==> src/rtl/flash_row_pkg.sv <==
package flash_row_pkg;
  localparam logic [7:0] FLASH_HI = 8'h08;
  localparam logic [1:0] CMD_FAST = 2'b01;

  function automatic logic in_window(input logic [31:0] a);
    return a[31:24] == FLASH_HI;
  endfunction

  function automatic logic row_aligned(input logic [31:0] a, input int unsigned lsb);
    return (a & ((32'd1 << lsb) - 32'd1)) == 32'd0;
  endfunction

  function automatic logic [31:0] next_word(input logic [31:0] a);
    return a + 32'd8;
  endfunction

  function automatic logic [31:0] word_addr(input logic [31:0] base, input logic [31:0] idx);
    return base + (idx << 3);
  endfunction

  function automatic logic [31:0] page_of(input logic [31:0] a, input int unsigned lsb,
                                          input int unsigned nbits);
    return (a >> lsb) & ((32'd1 << nbits) - 32'd1);
  endfunction
endpackage

==> src/rtl/frp_seq_track.sv <==
module frp_seq_track import flash_row_pkg::*; #(
  parameter int unsigned WORDS = 32,
  localparam int unsigned CNT_W = $clog2(WORDS + 1),
  localparam int unsigned ROW_LSB = $clog2(WORDS * 8)
) (
  input  logic             clk,
  input  logic             rst_n,
  input  logic             clear,
  input  logic             take,
  input  logic [31:0]      addr,
  output logic [CNT_W-1:0] cnt,
  output logic             row_full,
  output logic             seq_ok,
  output logic [31:0]      base
);
  localparam logic [CNT_W-1:0] FULL = CNT_W'(WORDS);
  logic [31:0] prev_q;

  assign row_full = (cnt == FULL);

  always_ff @(posedge clk or negedge rst_n) begin
    if (!rst_n) begin
      cnt <= '0; seq_ok <= 1'b1; base <= '0; prev_q <= '0;
    end else if (clear) begin
      cnt <= '0; seq_ok <= 1'b1;
    end else if (take) begin
      prev_q <= addr;
      if (cnt == '0) begin
        cnt    <= CNT_W'(1);
        base   <= addr;
        seq_ok <= row_aligned(addr, ROW_LSB);
      end else begin
        if (row_full) seq_ok <= 1'b0;
        else          cnt    <= cnt + CNT_W'(1);
        if (addr != next_word(prev_q)) seq_ok <= 1'b0;
      end
    end
  end

  AST_CNT_BOUND: assert property (@(posedge clk) disable iff (!rst_n)
    cnt <= FULL);
  AST_CLEAR_EMPTIES: assert property (@(posedge clk) disable iff (!rst_n)
    clear |=> cnt == '0);
endmodule

==> src/rtl/frp_row_buf.sv <==
module frp_row_buf #(
  parameter int unsigned WORDS = 32,
  parameter int unsigned DW    = 64,
  localparam int unsigned IDX_W = (WORDS > 1) ? $clog2(WORDS) : 1
) (
  input  logic             clk,
  input  logic             wr_en,
  input  logic [IDX_W-1:0] wr_idx,
  input  logic [DW-1:0]    wr_data,
  input  logic [IDX_W-1:0] rd_idx,
  output logic [DW-1:0]    rd_data
);
  logic [DW-1:0] mem [WORDS];

  always_ff @(posedge clk) begin
    if (wr_en) mem[wr_idx] <= wr_data;
  end

  assign rd_data = mem[rd_idx];
endmodule

==> src/rtl/frp_commit.sv <==
module frp_commit import flash_row_pkg::*; #(
  parameter int unsigned WORDS = 32,
  localparam int unsigned IDX_W = (WORDS > 1) ? $clog2(WORDS) : 1
) (
  input  logic             clk,
  input  logic             rst_n,
  input  logic             launch,
  input  logic [31:0]      launch_base,
  input  logic             arr_rdy,
  output logic             busy,
  output logic             arr_req,
  output logic [31:0]      arr_addr,
  output logic [IDX_W-1:0] rd_idx,
  output logic             last_beat
);
  localparam logic [IDX_W-1:0] LAST = IDX_W'(WORDS - 1);
  logic [IDX_W-1:0] idx_q;
  logic [31:0]      base_q;

  assign arr_req   = busy;
  assign rd_idx    = idx_q;
  assign arr_addr  = word_addr(base_q, 32'(idx_q));
  assign last_beat = busy && arr_rdy && (idx_q == LAST);

  always_ff @(posedge clk or negedge rst_n) begin
    if (!rst_n) begin
      busy <= 1'b0; idx_q <= '0; base_q <= '0;
    end else if (launch && !busy) begin
      busy <= 1'b1; idx_q <= '0; base_q <= launch_base;
    end else if (busy && arr_rdy) begin
      if (idx_q == LAST) busy  <= 1'b0;
      else               idx_q <= idx_q + IDX_W'(1);
    end
  end

  AST_REQ_HOLD: assert property (@(posedge clk) disable iff (!rst_n)
    arr_req && !arr_rdy |=> arr_req && $stable(arr_addr));
  AST_ADDR_STEP: assert property (@(posedge clk) disable iff (!rst_n)
    arr_req && arr_rdy && !last_beat |=> arr_addr == $past(arr_addr) + 32'd8);
  AST_WINDOW: assert property (@(posedge clk) disable iff (!rst_n)
    arr_req |-> in_window(arr_addr));
endmodule

==> src/rtl/flash_row_pgm.sv <==
module flash_row_pgm import flash_row_pkg::*; #(
  parameter int unsigned WORDS      = 32,
  parameter int unsigned DW         = 64,
  parameter int unsigned PAGE_BYTES = 1024,
  parameter int unsigned NUM_PAGES  = 64,
  localparam int unsigned IDX_W  = (WORDS > 1) ? $clog2(WORDS) : 1,
  localparam int unsigned CNT_W  = $clog2(WORDS + 1),
  localparam int unsigned PG_LSB = $clog2(PAGE_BYTES),
  localparam int unsigned PG_W   = $clog2(NUM_PAGES)
) (
  input  logic                 clk,
  input  logic                 rst_n,
  input  logic                 bus_wr,
  input  logic [31:0]          bus_addr,
  input  logic [DW-1:0]        bus_wdata,
  input  logic                 csr_wr,
  input  logic                 csr_sel,
  input  logic [5:0]           csr_wdata,
  input  logic [NUM_PAGES-1:0] prot_mask,
  input  logic                 arr_rdy,
  output logic                 arr_req,
  output logic [31:0]          arr_addr,
  output logic [DW-1:0]        arr_data,
  output logic [5:0]           ctrl_q,
  output logic [3:0]           stat_q,
  output logic                 irq_end,
  output logic                 irq_err
);
  logic [1:0] cmd_q;
  logic       fen_q, eie_q, rie_q;
  logic       done_f, seq_f, wp_f;

  logic             busy, last_beat, mode_on, bus_take, start_req, chk_start;
  logic             row_bad, prot_hit, launch, seq_set, wp_set;
  logic [CNT_W-1:0] trk_cnt;
  logic             row_full, seq_ok;
  logic [31:0]      row_base;
  logic [IDX_W-1:0] rd_idx;
  logic [PG_W-1:0]  page_idx;

  assign mode_on   = (cmd_q == CMD_FAST) && fen_q;
  assign bus_take  = bus_wr && mode_on && !busy && in_window(bus_addr);
  assign start_req = csr_wr && !csr_sel && csr_wdata[3];
  assign chk_start = start_req && mode_on && !busy;
  assign page_idx  = PG_W'(page_of(row_base, PG_LSB, PG_W));
  assign row_bad   = !(seq_ok && row_full);
  assign prot_hit  = prot_mask[page_idx];
  assign seq_set   = chk_start && row_bad;
  assign wp_set    = chk_start && !row_bad && prot_hit;
  assign launch    = chk_start && !row_bad && !prot_hit;

  frp_seq_track #(.WORDS(WORDS)) trk_i (
    .clk(clk), .rst_n(rst_n), .clear(chk_start || !mode_on), .take(bus_take),
    .addr(bus_addr), .cnt(trk_cnt), .row_full(row_full), .seq_ok(seq_ok),
    .base(row_base));

  frp_row_buf #(.WORDS(WORDS), .DW(DW)) buf_i (
    .clk(clk), .wr_en(bus_take && !row_full), .wr_idx(trk_cnt[IDX_W-1:0]),
    .wr_data(bus_wdata), .rd_idx(rd_idx), .rd_data(arr_data));

  frp_commit #(.WORDS(WORDS)) cmt_i (
    .clk(clk), .rst_n(rst_n), .launch(launch), .launch_base(row_base),
    .arr_rdy(arr_rdy), .busy(busy), .arr_req(arr_req), .arr_addr(arr_addr),
    .rd_idx(rd_idx), .last_beat(last_beat));

  always_ff @(posedge clk or negedge rst_n) begin
    if (!rst_n) begin
      cmd_q <= '0; fen_q <= 1'b0; eie_q <= 1'b0; rie_q <= 1'b0;
    end else if (csr_wr && !csr_sel) begin
      cmd_q <= csr_wdata[1:0]; fen_q <= csr_wdata[2];
      eie_q <= csr_wdata[4];   rie_q <= csr_wdata[5];
    end
  end

  always_ff @(posedge clk or negedge rst_n) begin
    if (!rst_n) begin
      done_f <= 1'b0; seq_f <= 1'b0; wp_f <= 1'b0;
    end else begin
      if (last_beat)                             done_f <= 1'b1;
      else if (csr_wr && csr_sel && csr_wdata[1]) done_f <= 1'b0;
      if (seq_set)                               seq_f  <= 1'b1;
      else if (csr_wr && csr_sel && csr_wdata[2]) seq_f  <= 1'b0;
      if (wp_set)                                wp_f   <= 1'b1;
      else if (csr_wr && csr_sel && csr_wdata[3]) wp_f   <= 1'b0;
    end
  end

  assign ctrl_q  = {rie_q, eie_q, 1'b0, fen_q, cmd_q};
  assign stat_q  = {wp_f, seq_f, done_f, busy};
  assign irq_end = done_f && eie_q;
  assign irq_err = (seq_f || wp_f) && rie_q;

  AST_NO_WRITE_AFTER_REJECT: assert property (@(posedge clk) disable iff (!rst_n)
    (seq_set || wp_set) |=> !arr_req);
  AST_SEQ_BEFORE_PROT: assert property (@(posedge clk) disable iff (!rst_n)
    !(seq_set && wp_set));
  AST_DONE_ON_LAST: assert property (@(posedge clk) disable iff (!rst_n)
    last_beat |=> done_f && !busy);
  AST_BUSY_HOLDS_ROW: assert property (@(posedge clk) disable iff (!rst_n)
    busy && mode_on |=> trk_cnt == $past(trk_cnt));
endmodule

==> config.mk <==
export PLATFORM = sky130hd
export DESIGN_NAME = flash_row_pgm
export DESIGN_NICKNAME = d
export VERILOG_FILES = /design/src/rtl/flash_row_pkg.sv /design/src/rtl/frp_seq_track.sv /design/src/rtl/frp_row_buf.sv /design/src/rtl/frp_commit.sv /design/src/rtl/flash_row_pgm.sv
export SDC_FILE = /design/constraint.sdc
export NUM_CORES = 2
export LEC_CHECK = 0
export CAP_MARGIN = 40
export CELL_PAD_IN_SITES_DETAIL_PLACEMENT = 1
export CELL_PAD_IN_SITES_GLOBAL_PLACEMENT = 1
export CORE_ASPECT_RATIO = 1.4
export CORE_MARGIN = 3
export CORE_UTILIZATION = 55
export DETAILED_ROUTE_END_ITERATION = 8
export PLACE_DENSITY_LB_ADDON = 0.1
export SLEW_MARGIN = 20
export SYNTH_ARGS = -nofsm -noshare
export SYNTH_HDL_FRONTEND = slang
export SYNTH_SLANG_ARGS = --single-unit
==> constraint.sdc <==
create_clock -name clk -period 9.4 [get_ports clk]
set_input_delay 0.94 -clock clk [delete_from_list [all_inputs] [get_ports clk]]
set_output_delay 0.94 -clock clk [all_outputs]
set_load 0.01 [all_outputs]
==> impl_metrics.tcl <==
set metrics [dict create \
    slew_viol_final 0 \
    drt_iter0_markers 4273 \
    insertion_delay_ns 0.82 \
    areaGrowthSynthToFinish_pct 15.8 \
    internal-power_w 0.0178 \
    drv_cap 0 \
    outcome "finished clean" \
    post-cts-setup-buffers 0 \
    startpoint_type "flop" \
    ys_async_sr_fraction_pct 5.40 \
    cts_root_buf "clkbuf_16" \
    rr_worst_depth 7 \
    ir_drop_uv 260 \
    swShare_pct 25.3 \
    path_max_fanout 53 \
    syn_area_um2 84300 \
    cts-htree-levels 4 \
    timing.final.hold_violations 0 \
    clock_skew_ns 0.0372 \
    total_leakage_power_nw 30.7 \
    synthXorXnorAreaFrac_pct 0.675 \
    cts_buffers 193 \
    synth.area.mux_share_pct 19.6 \
    fin_crit_sh_pct 69.5 \
    synth.distinct_cells 62 \
    grt_pass1_wl_um 312000 \
    dp_hpwl_um 127000 \
    postCtsHoldBufs 0 \
    power_density_nw_per_um2 244 \
    cts_resized 0 \
    drt-total-wl_um 213000 \
    vias 40100 \
    drc 0 \
    worst_slew_pin_slew_ns 1.01 \
    synth_top_family_by_area "multiplexers" \
    wl_per_cell_um 34.6 \
    die_w_um 337 \
    crit_type "flop to output port" \
    cp-end-kind "output port" \
    final-instance-count-excl-fill 6158 \
    numPortBuffers 279 \
    finalWorstSetupSlack_ns 2.86 \
    seq_area_frac_synth_pct 76.4 \
    first_pass_iters 5 \
    nets 4212 \
    fmax_mhz 153 \
    slew_headroom_pct 32.7 \
    viasPerCell 6.52 \
    rrSetupSlack_ns 4.09 \
    die_height_um 469 \
    ys.flop_type "edfxtp_1" \
    path_clk_slew_ns 0.06 \
    fin_crit_ns 6.54 \
    fin_setup_tns_ns 0 \
    combPwrFrac_pct 22.8 \
    rsz0062_at_grt "false" \
    yosysTopAreaCellShare_pct 73.0 \
    grt_pass1_vias 43200 \
    grt_usage_pct 27.6 \
    clock_path_buffers 3 \
    numPlacedInstances 5789 \
    start_util_pct 55.5 \
    clock-sinks 2165 \
    die-area_um2 158000 \
    yosys.area_share.simple_pct 1.50 \
    synth_compound_area_share_pct 0.573 \
    grt_overflow 0 \
    ys_warn_count 0 \
    timing.rr.end "buf_i.mem[14][4]" \
    finalSetupViolCount 0 \
    grt_antenna_before_repair 10 \
    ys_top_cells_by_area "edfxtp_1 (73%), mux4_2 (18%), dfrtp_1 (3.4%), mux2_2 (1.9%), clkbuf_1 (0.52%)" \
    p_sw_w 0.00604 \
    ios 281 \
    synthAdderAreaFrac_pct 0.202 \
    min_path_type "primary input to asynchronous set/reset pin" \
    core.rowCount 169 \
    yosys.area.top_type "edfxtp_1" \
    clock_power_share_pct 32.6 \
    ys_seq_elements 2165 \
    power_frac_seq_pct 44.6 \
    dp_slack_ns 3.13 \
    avgSynthCellArea_um2 23.7 \
    crit_required_ns 8.46 \
    synth_enable_flop_cells 2048 \
    grt_max_degree 111 \
    syn_nets 3746 \
    cts_tree "done" \
    drtAntennaViolNets 0 \
    drive_gt1_share_pct 31.1 \
    rr_startpoint "cmt_i.arr_req" \
    core_area_um2 152000 \
    arrival_ns 5.60 \
    postSynthCellCount 3561 \
    place.gp.congestion 0.821 \
]
-- worst max-delay path: stages (launching register included) --
cell and delay [ns]:
dfrtp_4 0.75, buf_4 0.75, buf_4 0.32, buf_16 0.27, buf_4 0.48, buf_12 0.30, mux4_2 0.34, mux4_2 0.53
mux2_2 0.30, clkdlybuf4s50_1 0.49
-- sequential cells by signal (all words and copies together), names as in the netlist --
register,count
buf_i.mem,2048
cmd_q,2
cmt_i.arr_req,1
cmt_i.base_q,32
cmt_i.rd_idx,5
done_f,1
eie_q,1
fen_q,1
rie_q,1
seq_f,1
trk_i.base,32
trk_i.cnt,6
trk_i.prev_q,32
trk_i.seq_ok,1
wp_f,1
-- layer usage --
layer	vias to the layer above	part of all wire [%]	global-route usage, %	routed length [µm]
met5	-	0.018	0	38
met4	6	2.4	7.18	5080
met3	321	6.4	3.72	13700
met2	1663	53	47.0	112000
met1	22000	39	38.2	82400
li1	16200	-	-	-
-- final cells by class --
cell class	count	area (µm²)
timing repair buffer	457	5190
clock buffer	247	5210
sequential	2165	64400
clock inverter	107	991
antenna	6	15.0
inverter	13	48.8
multi-input combinational	1197	19300
tap	1966	2460
fill	11900	54200
-- cell usage after synthesis, types with 3 or more instances --
cell type	number
edfxtp_1	2048
mux4_2	661
mux2_2	144
clkbuf_1	116
dfrtp_1	116
nor2_1	58
buf_1	53
xnor2_1	42
nand2_1	35
nand3_1	31
xor2_1	23
nand4_1	16
o21ai_0	15
buf_4	14
a21oi_1	13
inv_1	13
nor4_1	13
and2_1	12
and3_1	12
ha_1	12
nor2b_1	12
and4_1	8
nor3_1	8
or3_1	7
a31oi_1	6
nand2b_1	6
nand3b_1	5
or2_2	5
a2111oi_0	4
a21boi_0	3
a21o_1	3
buf_6	3
mux2i_1	3
o211ai_1	3
o22ai_1	3
o31a_1	3
-- kinds of logic (layout without fill, tap and decap cells) --
group | after synthesis | after routing
DFF | 2165 | 2165
muxes | 810 | 810
and+or+nand+nor | 237 | 237
buffers and inverters | 199 | 824
AOI/OAI and AO/OA | 71 | 71
xor gates and xnor gates | 65 | 65
adders and majority gates | 13 | 13
other | 1 | 7
-- per-stage QoR --
step / hold WS, ns / instance area [µm²] / total power [W] / util (%)
floorplan: 0.428 / 84300 / 0.0144 / -
global placement: 0.451 / 89800 / 0.0161 / 59.1
detailed placement: 0.457 / 91300 / 0.0163 / 60.1
CTS: 0.0475 / 97500 / 0.0241 / 64.2
global route: 0.102 / 97600 / 0.0247 / 64.3
finish: 0.113 / 97700 / 0.0239 / 64.3
-- how the worst max path moves through the flow --
stage,to,slack [ns],from,cells after the start
after detailed placement,buf_i.mem[14][50],3.13,bus_addr[24],8
after floorplan,buf_i.mem[0][0],1.10,bus_addr[24],3
after global routing,arr_data[25],2.70,cmt_i.rd_idx[1],9
final,arr_data[36],2.86,cmt_i.rd_idx[1],9
after global placement,buf_i.mem[27][60],3.27,bus_addr[24],7
after CTS,arr_data[21],2.49,cmt_i.rd_idx[1],8
-- placed cells by master (no fill, tap or decap), types with 31 or more instances in the layout --
| cell type | n |
|---|---|
| nand3_1 | 31 |
| nand2_1 | 35 |
| mux4_2 | 661 |
| dfrtp_1 | 111 |
| edfxtp_1 | 2048 |
| clkinv_2 | 31 |
| clkdlybuf4s50_1 | 276 |
| buf_8 | 43 |
| clkbuf_1 | 44 |
| clkbuf_16 | 200 |
| mux2_2 | 144 |
| clkinv_1 | 42 |
| buf_4 | 86 |
| xnor2_1 | 42 |
-- power groups by stage --
| stage | Clock [W] | Combinational, W | Sequential (W) |
|---|---|---|---|
| after floorplan | 0 | 0.00364 | 0.0108 |
| after global placement | 0 | 0.00523 | 0.0109 |
| after detailed placement | 0 | 0.00547 | 0.0109 |
| after CTS | 0.00792 | 0.00553 | 0.0106 |
| after global routing | 0.00832 | 0.00577 | 0.0106 |
| final | 0.00778 | 0.00543 | 0.0106 |
Note: power is estimated with default switching activity, not from simulation.
